File: src/rtl/pci_err_pkg.sv
package pci_err_pkg;

    // Number of sticky flags and where they sit inside the status halfword
    localparam int NUM_ERR  = 5;
    localparam int STAT_LSB = 11;
    localparam int CFG_DW   = 16;
    localparam int REV_W    = 8;

    // Flag positions inside the internal vector (bit STAT_LSB + index)
    localparam int IDX_STA = 0;   // signaled target abort
    localparam int IDX_RTA = 1;   // received target abort
    localparam int IDX_MA  = 2;   // master abort
    localparam int IDX_SSE = 3;   // signaled system error
    localparam int IDX_DPE = 4;   // detected parity error

    typedef enum logic {
        ABT_IDLE = 1'b0,
        ABT_PEND = 1'b1
    } abt_state_t;

    typedef enum logic {
        SERR_IDLE  = 1'b0,
        SERR_DRIVE = 1'b1
    } serr_state_t;

endpackage

File: src/rtl/pci_err_sticky.sv
module pci_err_sticky #(
    parameter int W = 5
) (
    input  logic         clk,
    input  logic         rst_n,
    input  logic [W-1:0] set_vec,
    input  logic [W-1:0] clr_vec,
    output logic [W-1:0] q
);

    // One flop per flag; set has priority over clear
    for (genvar i = 0; i < W; i++) begin : g_bit
        always_ff @(posedge clk or negedge rst_n) begin
            if (!rst_n) begin
                q[i] <= 1'b0;
            end else if (set_vec[i]) begin
                q[i] <= 1'b1;
            end else if (clr_vec[i]) begin
                q[i] <= 1'b0;
            end
        end

        // simultaneous set and clear leaves the flag at 1
        a_r10_set_wins : assert property (@(posedge clk) disable iff (!rst_n)
            (set_vec[i] && clr_vec[i]) |=> q[i]);

        // a clear without a set drops the flag
        a_r9_clear : assert property (@(posedge clk) disable iff (!rst_n)
            (clr_vec[i] && !set_vec[i]) |=> !q[i]);

        // a flag only rises on a set request
        a_r9_sticky_rise : assert property (@(posedge clk) disable iff (!rst_n)
            $rose(q[i]) |-> $past(set_vec[i]));
    end

endmodule

File: src/rtl/pci_err_abort_fsm.sv
module pci_err_abort_fsm
    import pci_err_pkg::*;
(
    input  logic clk,
    input  logic rst_n,
    input  logic loc_abort_req,
    input  logic tgt_abort_evt,
    output logic set_sta
);

    abt_state_t state_q, state_d;

    always_ff @(posedge clk or negedge rst_n) begin
        if (!rst_n) begin
            state_q <= ABT_IDLE;
        end else begin
            state_q <= state_d;
        end
    end

    always_comb begin
        state_d = state_q;
        unique case (state_q)
            ABT_IDLE: begin
                if (loc_abort_req && !tgt_abort_evt) begin
                    state_d = ABT_PEND;
                end
            end
            ABT_PEND: begin
                if (tgt_abort_evt) begin
                    state_d = ABT_IDLE;
                end
            end
            default: state_d = ABT_IDLE;
        endcase
    end

    always_comb begin
        set_sta = 1'b0;
        unique case (state_q)
            ABT_IDLE: set_sta = tgt_abort_evt && loc_abort_req;
            ABT_PEND: set_sta = tgt_abort_evt;
            default:  set_sta = 1'b0;
        endcase
    end

    // a target abort with no request, current or pending, sets nothing
    a_r1_needs_request : assert property (@(posedge clk) disable iff (!rst_n)
        (tgt_abort_evt && !loc_abort_req && state_q == ABT_IDLE) |-> !set_sta);

    // a pending request is consumed by the event
    a_r1_consume : assert property (@(posedge clk) disable iff (!rst_n)
        (state_q == ABT_PEND && tgt_abort_evt) |=> (state_q == ABT_IDLE));

endmodule

File: src/rtl/pci_err_serr_fsm.sv
module pci_err_serr_fsm
    import pci_err_pkg::*;
(
    input  logic clk,
    input  logic rst_n,
    input  logic addr_perr_evt,
    input  logic serr_en,
    output logic set_sse,
    output logic serr_n
);

    serr_state_t state_q, state_d;
    logic        qualify;

    assign qualify = addr_perr_evt && serr_en;

    always_ff @(posedge clk or negedge rst_n) begin
        if (!rst_n) begin
            state_q <= SERR_IDLE;
        end else begin
            state_q <= state_d;
        end
    end

    always_comb begin
        state_d = state_q;
        unique case (state_q)
            SERR_IDLE:  state_d = qualify ? SERR_DRIVE : SERR_IDLE;
            SERR_DRIVE: state_d = qualify ? SERR_DRIVE : SERR_IDLE;
            default:    state_d = SERR_IDLE;
        endcase
    end

    always_comb begin
        set_sse = qualify;
        serr_n  = 1'b1;
        unique case (state_q)
            SERR_IDLE:  serr_n = 1'b1;
            SERR_DRIVE: serr_n = 1'b0;
            default:    serr_n = 1'b1;
        endcase
    end

    // qualifying address parity error pulls SERR low in the next cycle
    a_r4_serr_pulse : assert property (@(posedge clk) disable iff (!rst_n)
        (addr_perr_evt && serr_en) |=> !serr_n);

    // SERR is never low without a qualifying error one cycle earlier
    a_r4_serr_cause : assert property (@(posedge clk) disable iff (!rst_n)
        !serr_n |-> $past(addr_perr_evt && serr_en));

endmodule

File: src/rtl/pci_err_cfg_port.sv
module pci_err_cfg_port
    import pci_err_pkg::*;
#(
    parameter logic [REV_W-1:0] REV_ID = 8'h01
) (
    input  logic               cfg_sel,
    input  logic               cfg_wr,
    input  logic [CFG_DW-1:0]  cfg_wdata,
    input  logic [NUM_ERR-1:0] stat_q,
    output logic [NUM_ERR-1:0] clr_vec,
    output logic [CFG_DW-1:0]  cfg_rdata
);

    localparam int PAD_W = CFG_DW - REV_W;

    logic unused_low_wdata;
    assign unused_low_wdata = ^cfg_wdata[STAT_LSB-1:0];

    // Clear strobes only when the status halfword is selected
    assign clr_vec = (cfg_wr && !cfg_sel) ? cfg_wdata[CFG_DW-1:STAT_LSB] : '0;

    always_comb begin
        if (cfg_sel) begin
            cfg_rdata = {{PAD_W{1'b0}}, REV_ID};
        end else begin
            cfg_rdata = {stat_q, {STAT_LSB{1'b0}}};
        end
    end

    // revision writes never produce clear strobes
    a_r8_rev_no_clear : assert property (@(posedge cfg_wr)
        cfg_sel |-> (clr_vec == '0));

endmodule

File: src/rtl/pci_err_status.sv
module pci_err_status
    import pci_err_pkg::*;
#(
    parameter logic [7:0] REV_ID = 8'h01
) (
    input  logic        clk,
    input  logic        rst_n,
    input  logic        mst_active,
    input  logic        loc_abort_req,
    input  logic        tgt_abort_evt,
    input  logic        rx_tabort_evt,
    input  logic        mst_abort_evt,
    input  logic        addr_perr_evt,
    input  logic        data_perr_evt,
    input  logic        serr_en,
    input  logic        perr_resp_en,
    input  logic        cfg_sel,
    input  logic        cfg_wr,
    input  logic [15:0] cfg_wdata,
    output logic [15:0] cfg_rdata,
    output logic        serr_n,
    output logic [5:0]  loc_stat
);

    logic [NUM_ERR-1:0] set_vec;
    logic [NUM_ERR-1:0] clr_vec;
    logic [NUM_ERR-1:0] stat_q;
    logic               set_sta;
    logic               set_sse;
    logic               unused_perr_resp;

    // Parity response enable does not gate the detected-parity flag
    assign unused_perr_resp = perr_resp_en;

    pci_err_abort_fsm u_abort (
        .clk           (clk),
        .rst_n         (rst_n),
        .loc_abort_req (loc_abort_req),
        .tgt_abort_evt (tgt_abort_evt),
        .set_sta       (set_sta)
    );

    pci_err_serr_fsm u_serr (
        .clk           (clk),
        .rst_n         (rst_n),
        .addr_perr_evt (addr_perr_evt),
        .serr_en       (serr_en),
        .set_sse       (set_sse),
        .serr_n        (serr_n)
    );

    always_comb begin
        set_vec          = '0;
        set_vec[IDX_STA] = set_sta;
        set_vec[IDX_RTA] = rx_tabort_evt && mst_active;
        set_vec[IDX_MA]  = mst_abort_evt && mst_active;
        set_vec[IDX_SSE] = set_sse;
        set_vec[IDX_DPE] = addr_perr_evt || data_perr_evt;
    end

    pci_err_sticky #(.W(NUM_ERR)) u_flags (
        .clk     (clk),
        .rst_n   (rst_n),
        .set_vec (set_vec),
        .clr_vec (clr_vec),
        .q       (stat_q)
    );

    pci_err_cfg_port #(.REV_ID(REV_ID)) u_cfg (
        .cfg_sel   (cfg_sel),
        .cfg_wr    (cfg_wr),
        .cfg_wdata (cfg_wdata),
        .stat_q    (stat_q),
        .clr_vec   (clr_vec),
        .cfg_rdata (cfg_rdata)
    );

    assign loc_stat = {stat_q, 1'b0};

    // any parity error sets the detected flag, even with response disabled
    a_r5_dpe_ungated : assert property (@(posedge clk) disable iff (!rst_n)
        (data_perr_evt && !perr_resp_en) |=> loc_stat[5]);

    // received target abort outside master mode leaves bit 12 alone
    a_r2_slave_ignore : assert property (@(posedge clk) disable iff (!rst_n)
        (!mst_active && !loc_stat[2] && !(cfg_wr && !cfg_sel && cfg_wdata[12]))
            |=> !loc_stat[2]);

    // master abort in master mode sets bit 13
    a_r3_master_abort : assert property (@(posedge clk) disable iff (!rst_n)
        (mst_abort_evt && mst_active) |=> loc_stat[3]);

    // local vector bit 0 carries no flag
    a_r6_lsb_zero : assert property (@(posedge clk) disable iff (!rst_n)
        !loc_stat[0]);

endmodule

File: config.mk
export PLATFORM = sky130hd
export DESIGN_NAME = pci_err_status
export DESIGN_NICKNAME = d
export VERILOG_FILES = /design/src/rtl/pci_err_pkg.sv /design/src/rtl/pci_err_sticky.sv /design/src/rtl/pci_err_abort_fsm.sv /design/src/rtl/pci_err_serr_fsm.sv /design/src/rtl/pci_err_cfg_port.sv /design/src/rtl/pci_err_status.sv
export SDC_FILE = /design/constraint.sdc
export NUM_CORES = 1
export LEC_CHECK = 0
export BUFFER_PORTS_ARGS = -buffer_cell sky130_fd_sc_hd__buf_2
export CAP_MARGIN = 20
export CELL_PAD_IN_SITES_DETAIL_PLACEMENT = 0
export CELL_PAD_IN_SITES_GLOBAL_PLACEMENT = 2
export CORE_MARGIN = 4
export CORE_UTILIZATION = 15
export CTS_BUF_LIST = sky130_fd_sc_hd__clkbuf_4
export DETAILED_ROUTE_END_ITERATION = 16
export PLACE_DENSITY = 0.83
export SLEW_MARGIN = 20
export SYNTH_ARGS = -nofsm -noshare
export SYNTH_HDL_FRONTEND = slang
export SYNTH_SLANG_ARGS = --single-unit
File: constraint.sdc
create_clock -name clk -period 0.9 [get_ports clk]
set_input_delay 0.09 -clock clk [delete_from_list [all_inputs] [get_ports clk]]
set_output_delay 0.09 -clock clk [all_outputs]
set_load 0.03 [all_outputs]
==> results.md, run 1 <==
* Final net count at ~110
* CP max-delay cell: dfrtp_1
* Final period utilization at 115%
* Sequential share of power at between 30 and 40%
* Post-synthesis sequential area ratio at a little over two fifths
* Final instance area at between 600 and 700 sq um
* R2r worst-path depth at 2
* Drt wl/cell at between 9 and 10 um
* Smallest hold slack at 0.0334 ns
* PwrDens at 1530 nW/um^2
* Worst Hold Path Cells at 2
* Status: complete, but fails checks
* # rows at 18
* NetSw at approximately 350 uW
* Synth cell types at 14
* Wire length of the first global-routing pass at 1640 um
* Yosys warns at 0
* Pre-Repair DR Iteration Count at 3
* Max clock buf depth at 2
* Iter 0 DRT Violations at 2
* Metal-1 WL at 350 um
* Startpoint types: register
* Maximum vdd drop at around 0.81 mV
* Clock Power Share at 28.5%
* GP Congestion at roughly 0.62
* Power Total at approximately 1.1 mW
* Core area at roughly 2500 sq um
* CTS tree: built
* Switching Fraction at about a third
* P&R area growth vs syn at 68.5%
* Ant diodes at 0
* Most common cell after layout, fill and taps aside: buf_2
* Die X at just over 60 um
* Worst EP arrival at about 0.94 ns
* Setup TNS Final at -0.879 ns
* Slew Viols, Final at 0
* Slowest Stage Delay on Critical Path at roughly 0.37 ns
* Clock latency on the worst-skew pair at approximately 0.24 ns
* Class of the worst hold path: in -> reg
* Placed inst area at approximately 560 sq um
* Leakage power at 0.356 nW
* H-tree depth reported by CTS at 1
* Initial antenna violation count at 0
* Syn Std Cell Area at a little over 400 sq um
* Vias in the first global route at 379
* DIE HEIGHT at between 60 and 70 um
* Final hold violation count at 0
* Root Buffer: clkbuf_4
* Avg Inst Size Synth at 10.1 sq um
* DRC Markers at 0
* Initial core utilization at 16.2%
* Post-Route WL at approximately 1100 um
* Dpl hpwl at between 900 and 1000 um
* Final-report setup violation count at 9
* Met3 WL at roughly 150 um
* CP Capture Type: output port
* Worst Path Max Fanout at 2
* Die ar. at roughly 3700 sq um
* Filler Cells Inserted at about 300
* Worst Clk Skew at about 0.000047 ns
* Total CTS buffers at 3
* Clock slew at reported path FFs at ~0.050 ns
* Final std cells w/o fill at 107
* Vias/cell at 3.49
* IO Count at 52
* Kind of critical path: reg -> out
* Total global-route track usage at ~6.4%
* Routed vias at ~370
* R2r setup slk at approximately 0.05 ns
* Combinational Power Share at 38.1%
* Cell count after synthesis at 41
* Critical Path RT at 0.81 ns
* Beginning of the worst hold path: data_perr_evt
* Max_cap viols at 0
* Pint at 711 uW
* Congestion Overflow GR at 0
* Worst-path cell chain: and2b_2 -> buf_6
* Max layer used: met3
* Proportion of layout cells with a drive suffix above 1 at 58.4%
* Failing checks: negative setup slack
* FMAX at ~970 MHz
* Synth Register Bits at 7
* RR Startpoint: u_flags.q[4]$_DFFE_PN0P_
* RSZ-0062 raised after global routing: true
* Met2 WL post-DR at 550 um
* Sink of the worst hold path: u_flags.q[4]$_DFFE_PN0P_
* Inst Count DP at 99
* Post-route ant nets at 0
* PortBufs at 28
* Minimum clock period at between 1 and 1.5 ns
* Clock sinks at 7
* Commonest non-fill, non-tap cells in the layout: buf_2 (17), conb_1 (11), buf_6 (11)
* Pin count of the biggest net entering global routing at 12
* Worst setup margin at -0.135 ns
* FF-to-FF End: u_flags.q[4]$_DFFE_PN0P_
-- routing by layer --
| metal | GRT usage [%] | vias to the layer above |
|---|---|---|
| li1 | - | 183 |
| met1 | 6.06 | 167 |
| met2 | 11.1 | 23 |
| met3 | 4.68 | 0 |
| met4 | 1.86 | 0 |
| met5 | 0 | - |
-- sequential cells by signal, summed over array words and instances (netlist names) --
register / flops
u_flags.q: 5
u_abort.state_q: 1
u_serr.state_q: 1
-- critical path: cells and delay by family, from the launching register on --
kind	cells	cell delay, ns
flops	1	0.37
simple gates	1	0.20
buf+inv	1	0.13
-- cells by family (layout without fill, tap and decap cells) --
group,Yosys count,in the layout,synth area share [%]
buf+inv,14,40,23.6
flops,7,7,42.4
other cells,1,11,0.908
compound gates,6,6,10.6
simple gates,13,13,22.4
-- timing repair --
item,4_1_cts,5_1_grt
cloned,0,0
hold buffers,2,0
setup endpoints to repair,11,11
resized for setup,23,1
buffers inserted,2,0
endpoints found under the hold margin,8,0
-- stage by stage --
step	utilization [%]	setup WS (ns)
after floorplan	-	0.0183
after detailed placement	22.1	0.0418
after global placement	22.1	0.0547
after CTS	27.3	-0.155
final	27.3	-0.135
after global routing	27.3	-0.191
-- power by group through the flow --
| stage | Clock [mW] | Combinational, mW | Sequential (mW) |
|---|---|---|---|
| after floorplan | 0 | 0.207 | 0.404 |
| after global placement | 0 | 0.329 | 0.359 |
| after detailed placement | 0 | 0.333 | 0.361 |
| after CTS | 0.325 | 0.412 | 0.356 |
| after global routing | 0.352 | 0.431 | 0.359 |
| final | 0.303 | 0.405 | 0.356 |
-- synth_stat cells, drive strengths merged --
cell type | n | area [sq um]
and2b | 4 | 35.0
nand3b | 4 | 30.0
a22o | 2 | 17.5
dfrtp | 7 | 175
a211o | 1 | 8.76
conb | 1 | 3.75
and3b | 1 | 10.0
o21ai | 2 | 10.0
nor2 | 3 | 11.3
buf | 12 | 90.1
a21o | 1 | 7.51
and2 | 1 | 6.26
inv | 2 | 7.51
-- how the worst max path moves through the flow --
stage | cells after the start | startpoint | slack, ns | end
detailed placement | 3 | cfg_sel | 0.04 | u_flags.q[4]$_DFFE_PN0P_
CTS | 2 | u_flags.q[2]$_DFFE_PN0P_ | -0.15 | cfg_rdata[13]
global placement | 3 | cfg_sel | 0.05 | u_flags.q[4]$_DFFE_PN0P_
finish | 2 | u_flags.q[2]$_DFFE_PN0P_ | -0.13 | cfg_rdata[13]
global route | 2 | u_flags.q[2]$_DFFE_PN0P_ | -0.19 | cfg_rdata[13]
floorplan | 1 | u_flags.q[4]$_DFFE_PN0P_ | 0.02 | u_flags.q[4]$_DFFE_PN0P_
-- area by class of cell --
type	count	area (sq um)	share of cell area (%)
multi-input combinational	30	185	26.6
timing repair buffer	34	259	37.2
sequential	7	176	25.4
inverter	2	7.51	1.08
clock buffer	4	30.0	4.32
tap	30	37.5	5.40
Note: power is estimated with default switching activity, not from simulation.
==> run 2: changes to the inputs <==
- RECOVER_POWER: default -> 25
==> run 2 against run 1 <==
  * First-iteration DRC count stayed put
  * The flow still finishes with violations (negative setup slack)
  * Fmax unchanged
  * Routed wire length fell by 0.19%
  * Core utilization hardly changed
  * Global-route usage unchanged
  * Die area stayed put
  * Sequential cell count unchanged
  * Worst hold slack hardly changed
  * Design area shrank 0.18%
==> results.md, run 2 (synthesized netlist as in run 1, its figures left out) <==
* PortBufs at 28 (unchanged)
* Sink of the worst hold path: u_flags.q[4]$_DFFE_PN0P_ (unchanged)
* Iter 0 DRT Violations at 2 (unchanged)
* Most common cell after layout, fill and taps aside: buf_2 (unchanged)
* Final hold violation count at 0 (unchanged)
* DRC Markers at 0 (unchanged)
* Worst Clk Skew at 0.0000474 ns (unchanged)
* Total CTS buffers at 3 (unchanged)
* Commonest non-fill, non-tap cells in the layout: buf_2 (16), conb_1 (11), buf_6 (11) (was buf_2 (17), conb_1 (11), buf_6 (11))
* Maximum vdd drop at 0.814 mV (about the same)
* Minimum clock period at 1.03 ns (unchanged)
* RR Startpoint: u_flags.q[4]$_DFFE_PN0P_ (unchanged)
* FMAX at 966 MHz (unchanged)
* Smallest hold slack at 0.0334 ns (about the same)
* Pre-Repair DR Iteration Count at 3 (unchanged)
* Placed inst area at 562 sq um (unchanged)
* GP Congestion at 0.615 (unchanged)
* Max_cap viols at 0 (unchanged)
* Die ar. at 3660 sq um (unchanged)
* Post-route ant nets at 0 (unchanged)
* Worst-path cell chain: and2b_2 -> buf_6 (unchanged)
* RSZ-0062 raised after global routing: true (unchanged)
* IO Count at 52 (unchanged)
* Worst path bufs/invs at 1 (unchanged)
* Final net count at 107 (unchanged)
* Filler Cells Inserted at 300 (was 301)
* Slew Viols, Final at 0 (unchanged)
* Initial antenna violation count at 0 (unchanged)
* P&R area growth vs syn at 68.2% (was 68.5%)
* R2r setup slk at 0.05 ns (about the same)
* Setup TNS Final at -0.879 ns (unchanged)
* Class of the worst hold path: in -> reg (unchanged)
* Critical Path RT at 0.81 ns (about the same)
* Max clock buf depth at 2 (unchanged)
* Total global-route track usage at 6.43% (unchanged)
* CP max-delay cell: dfrtp_1 (unchanged)
* Drt wl/cell at 9.84 um (was 9.86 um)
* Clock slew at reported path FFs at 0.05 ns (about the same)
* Crit path from: u_flags.q[2]$_DFFE_PN0P_ (unchanged)
* Final instance area at 694 sq um (was 696 sq um)
* Proportion of layout cells with a drive suffix above 1 at 57.1% (was 58.4%)
* Power Total at 1.06 mW (about the same)
* FF/Latch Area at 176 sq um (unchanged)
* Post-Route WL at 1050 um (was 1060 um)
* Congestion Overflow GR at 0 (unchanged)
* Clock sinks at 7 (unchanged)
* Pin count of the biggest net entering global routing at 12 (unchanged)
* Dpl hpwl at 923 um (unchanged)
* CP Capture Type: output port (unchanged)
* Pre-CTS WS at 0.0418 ns (unchanged)
* Slowest Stage Delay on Critical Path at 0.37 ns (about the same)
* Kind of critical path: reg -> out (unchanged)
* # rows at 18 (unchanged)
* Vias in the first global route at 379 (unchanged)
* Die X at 60.5 um (unchanged)
* Ant diodes at 0 (unchanged)
* Register name with the most flops: u_flags.q (unchanged)
* Biggest regs: u_flags.q x5, u_abort.state_q x1, u_serr.state_q x1 (unchanged)
* CTS tree: built (unchanged)
* Failing checks: negative setup slack (unchanged)
* DIE HEIGHT at 60.5 um (unchanged)
* Worst setup margin at -0.135 ns (unchanged)
* CP delay by family, top: flip-flops (unchanged)
* Largest register FFs at 5 (unchanged)
* Root Buffer: clkbuf_4 (unchanged)
* Clock latency on the worst-skew pair at 0.24 ns (about the same)
* Status: complete, but fails checks (unchanged)
* Vias/cell at 3.49 (unchanged)
* R2r worst-path depth at 2 (unchanged)
* Final-report setup violation count at 9 (unchanged)
* Area of the multi-input gates at 185 sq um (unchanged)
* Beginning of the worst hold path: data_perr_evt (unchanged)
* Startpoint types: register (unchanged)
* Worst Hold Path Cells at 2 (unchanged)
* Core area at 2540 sq um (unchanged)
* FF-to-FF End: u_flags.q[4]$_DFFE_PN0P_ (unchanged)
* H-tree depth reported by CTS at 1 (unchanged)
* Routed vias at 373 (unchanged)
* Worst EP arrival at 0.94 ns (about the same)
* PwrDens at 1530 nW/um^2 (about the same)
* Final period utilization at 115% (unchanged)
* Wire length of the first global-routing pass at 1640 um (unchanged)
* Worst Path Max Fanout at 2 (unchanged)
* Leakage power at 0.352 nW (was 0.356 nW)
* Initial core utilization at 16.2% (unchanged)
## run 2: worst max-delay path by stage
stage                                           to  slack (ns)  depth (start not counted)
after floorplan           u_flags.q[4]$_DFFE_PN0P_        0.02                          1
after global placement    u_flags.q[4]$_DFFE_PN0P_        0.05                          3
after detailed placement  u_flags.q[4]$_DFFE_PN0P_        0.04                          3
after CTS                            cfg_rdata[13]       -0.15                          2
after global routing                 cfg_rdata[13]       -0.19                          2
final                                cfg_rdata[13]       -0.13                          2
## run 2: metal layers
metal  GRT usage [%]  vias to the layer above  routed length [um]
met1            6.06                      167                 348
met4            1.86                        0                   0
met5               0                        -                   0
met2            11.1                       23                 549
li1                -                      183                   -
met3            4.68                        0                 154
## run 2: area by class of cell
cell class              instances  share of cell area [%]
clock buffers                   4                    4.32
inverters                       2                    1.08
multi-input cells              30                    26.7
flip-flops and latches          7                    25.4
well taps                      30                    5.41
repair buffers                 34                    37.1
## run 2: timing repair
item | CTS | global route
setup buffers | 2 | 0
gates cloned | 0 | 0
resized for setup | 23 | 1
setup endpoints to repair | 11 | 11
hold endpoints to repair | 8 | 0
hold buffers | 2 | 0
## run 2: where the power goes
part	leakage (nW)	total, mW	internal, mW	switching (mW)
sequential	0.0753	0.356	0.343	0.0132
clock	0.0184	0.303	0.199	0.104
combinational	0.259	0.404	0.169	0.235
## run 2: per-stage QoR
| stage | cells | utilization [%] |
|---|---|---|
| 6_report | 107 | 27.3 |
| 4_1_cts | 107 | 27.3 |
| 2_1_floorplan | 51 | - |
| 3_5_place_dp | 99 | 22.1 |
| 3_3_place_gp | 99 | 22.1 |
| 5_1_grt | 107 | 27.3 |
## run 2: worst reg2reg max path: stages, from the launching register on
cell     delay (ns)
dfrtp_1        0.37
buf_4          0.14
a211o_1        0.24
==> run 3: changes to the inputs <==
- TNS_END_PERCENT: default -> 10
==> run 3 against run 2 <==
  * The run still ends with negative setup slack left
  * Design area stayed put
  * First-iteration DRC count unchanged
  * Global-route usage is the same
  * Combinational power is essentially flat
  * Critical endpoint unchanged
==> results.md, run 3 (synthesized netlist as in run 1, its figures left out) <==
* Failing checks: negative setup slack (unchanged)
* CP max-delay cell: dfrtp_1 (unchanged)
* FMAX at 966 MHz (unchanged)
* Max clock buf depth at 2 (unchanged)
* RSZ-0062 raised after global routing: true (unchanged)
* Startpoint types: register (unchanged)
* Commonest non-fill, non-tap cells in the layout: buf_2 (16), conb_1 (11), buf_6 (11) (unchanged)
* Die ar. at 3660 sq um (unchanged)
* H-tree depth reported by CTS at 1 (unchanged)
* Initial core utilization at 16.2% (unchanged)
* Critical Path RT at 0.81 ns (about the same)
* Minimum clock period at 1.03 ns (unchanged)
* Largest register FFs at 5 (unchanged)
* Worst-path cell chain: and2b_2 -> buf_6 (unchanged)
* Worst EP arrival at 0.94 ns (about the same)
* Status: complete, but fails checks (unchanged)
* Final std cells w/o fill at 107 (unchanged)
* Drt wl/cell at 9.84 um (unchanged)
* Post-route ant nets at 0 (unchanged)
* Pin count of the biggest net entering global routing at 12 (unchanged)
* Slowest Stage Delay on Critical Path at 0.37 ns (about the same)
* Clock sinks at 7 (unchanged)
* Total global-route track usage at 6.43% (unchanged)
* Final net count at 107 (unchanged)
* Clock latency on the worst-skew pair at 0.24 ns (about the same)
* PwrDens at 1530 nW/um^2 (unchanged)
* Slew Viols, Final at 0 (unchanged)
* # rows at 18 (unchanged)
* Clock slew at reported path FFs at 0.05 ns (about the same)
* Initial antenna violation count at 0 (unchanged)
* Post-Route WL at 1050 um (unchanged)
* Dpl hpwl at 923 um (unchanged)
* Routed vias at 373 (unchanged)
* Inst Count DP at 99 (unchanged)
* Beginning of the worst hold path: data_perr_evt (unchanged)
* Power Total at 1.06 mW (unchanged)
* Final-report setup violation count at 9 (unchanged)
* P&R area growth vs syn at 68.2% (unchanged)
* Iter 0 DRT Violations at 2 (unchanged)
* Final period utilization at 115% (unchanged)
* CTS tree: built (unchanged)
* Core area at 2540 sq um (unchanged)
* Total CTS buffers at 3 (unchanged)
* Vias in the first global route at 379 (unchanged)
* DIE HEIGHT at 60.5 um (unchanged)
* Kind of critical path: reg -> out (unchanged)
* GP Congestion at 0.615 (unchanged)
* Filler Cells Inserted at 300 (unchanged)
* Ant diodes at 0 (unchanged)
* Leakage power at 0.352 nW (unchanged)
* Vias/cell at 3.49 (unchanged)
* Pre-Repair DR Iteration Count at 3 (unchanged)
* Maximum vdd drop at 0.814 mV (unchanged)
* Die X at 60.5 um (unchanged)
* IO Count at 52 (unchanged)
* CP Capture Type: output port (unchanged)
* Class of the worst hold path: in -> reg (unchanged)
* Root Buffer: clkbuf_4 (unchanged)
* Most common cell after layout, fill and taps aside: buf_2 (unchanged)
* CP delay by family, top: flip-flops (unchanged)
* DRC Markers at 0 (unchanged)
* Crit path from: u_flags.q[2]$_DFFE_PN0P_ (unchanged)
* Final hold violation count at 0 (unchanged)
* PortBufs at 28 (unchanged)
* Wire length of the first global-routing pass at 1640 um (unchanged)
* Biggest regs: u_flags.q x5, u_abort.state_q x1, u_serr.state_q x1 (unchanged)
* Proportion of layout cells with a drive suffix above 1 at 57.1% (unchanged)
* Congestion Overflow GR at 0 (unchanged)
* Worst Path Max Fanout at 2 (unchanged)
* Max_cap viols at 0 (unchanged)
* Worst setup margin at -0.135 ns (unchanged)
* Worst Clk Skew at 0.0000474 ns (unchanged)
* Worst path bufs/invs at 1 (unchanged)
* RR Startpoint: u_flags.q[4]$_DFFE_PN0P_ (unchanged)
* Register name with the most flops: u_flags.q (unchanged)
==> run 3: area by class of cell <==
cell class	instances	area, sq um	area share (%)
sequential	7	176	25.4
tap	30	37.5	5.41
inverter	2	7.51	1.08
timing repair buffer	34	258	37.1
clock buffer	4	30.0	4.32
multi-input combinational	30	185	26.7
==> run 3: path summary, 6_finish.rpt <==
| kind | endpoint | slack, ns | cells past startpoint |
|---|---|---|---|
| max | cfg_rdata[13] | -0.13 | 2 |
| min | u_flags.q[4]$_DFFE_PN0P_ | 0.03 | 2 |
| max reg2reg | u_flags.q[4]$_DFFE_PN0P_ | 0.05 | 2 |
| min reg2reg | u_abort.state_q$_DFF_PN0_ | 0.50 | 2 |
| max in group asynchronous | u_flags.q[0]$_DFFE_PN0P_ | 0.34 | 2 |
| min in group asynchronous | u_abort.state_q$_DFF_PN0_ | 0.27 | 2 |
==> run 3: stage by stage <==
step / setup WS, ns / hold WS (ns) / cell area, sq um / setup TNS, ns / util, %
detailed placement: 0.0418 / -0.0649 / 562 / 0 / 22.1
global route: -0.191 / 0.0212 / 694 / -1.40 / 27.3
floorplan: 0.0183 / -0.206 / 459 / 0 / -
CTS: -0.155 / 0.0268 / 696 / -1.05 / 27.3
finish: -0.135 / 0.0334 / 694 / -0.879 / 27.3
global placement: 0.0547 / -0.0670 / 562 / 0 / 22.1
==> run 3: per-layer routing <==
metal | GRT usage [%] | wire length [um]
met4 | 1.86 | 0
met5 | 0 | 0
met2 | 11.1 | 549
met1 | 6.06 | 348
met3 | 4.68 | 154
==> run 3: where the power goes <==
part | leakage [nW] | switching (mW) | internal, mW
logic | 0.259 | 0.235 | 0.169
registers | 0.0753 | 0.0132 | 0.343
clock network | 0.0184 | 0.104 | 0.199
==> run 3: what timing repair did <==
action	4_1_cts	5_1_grt
hold endpoints to repair	8	0
endpoints found under the setup margin	11	11
hold buffers	2	0
buffers inserted	2	0
resized for setup	23	1
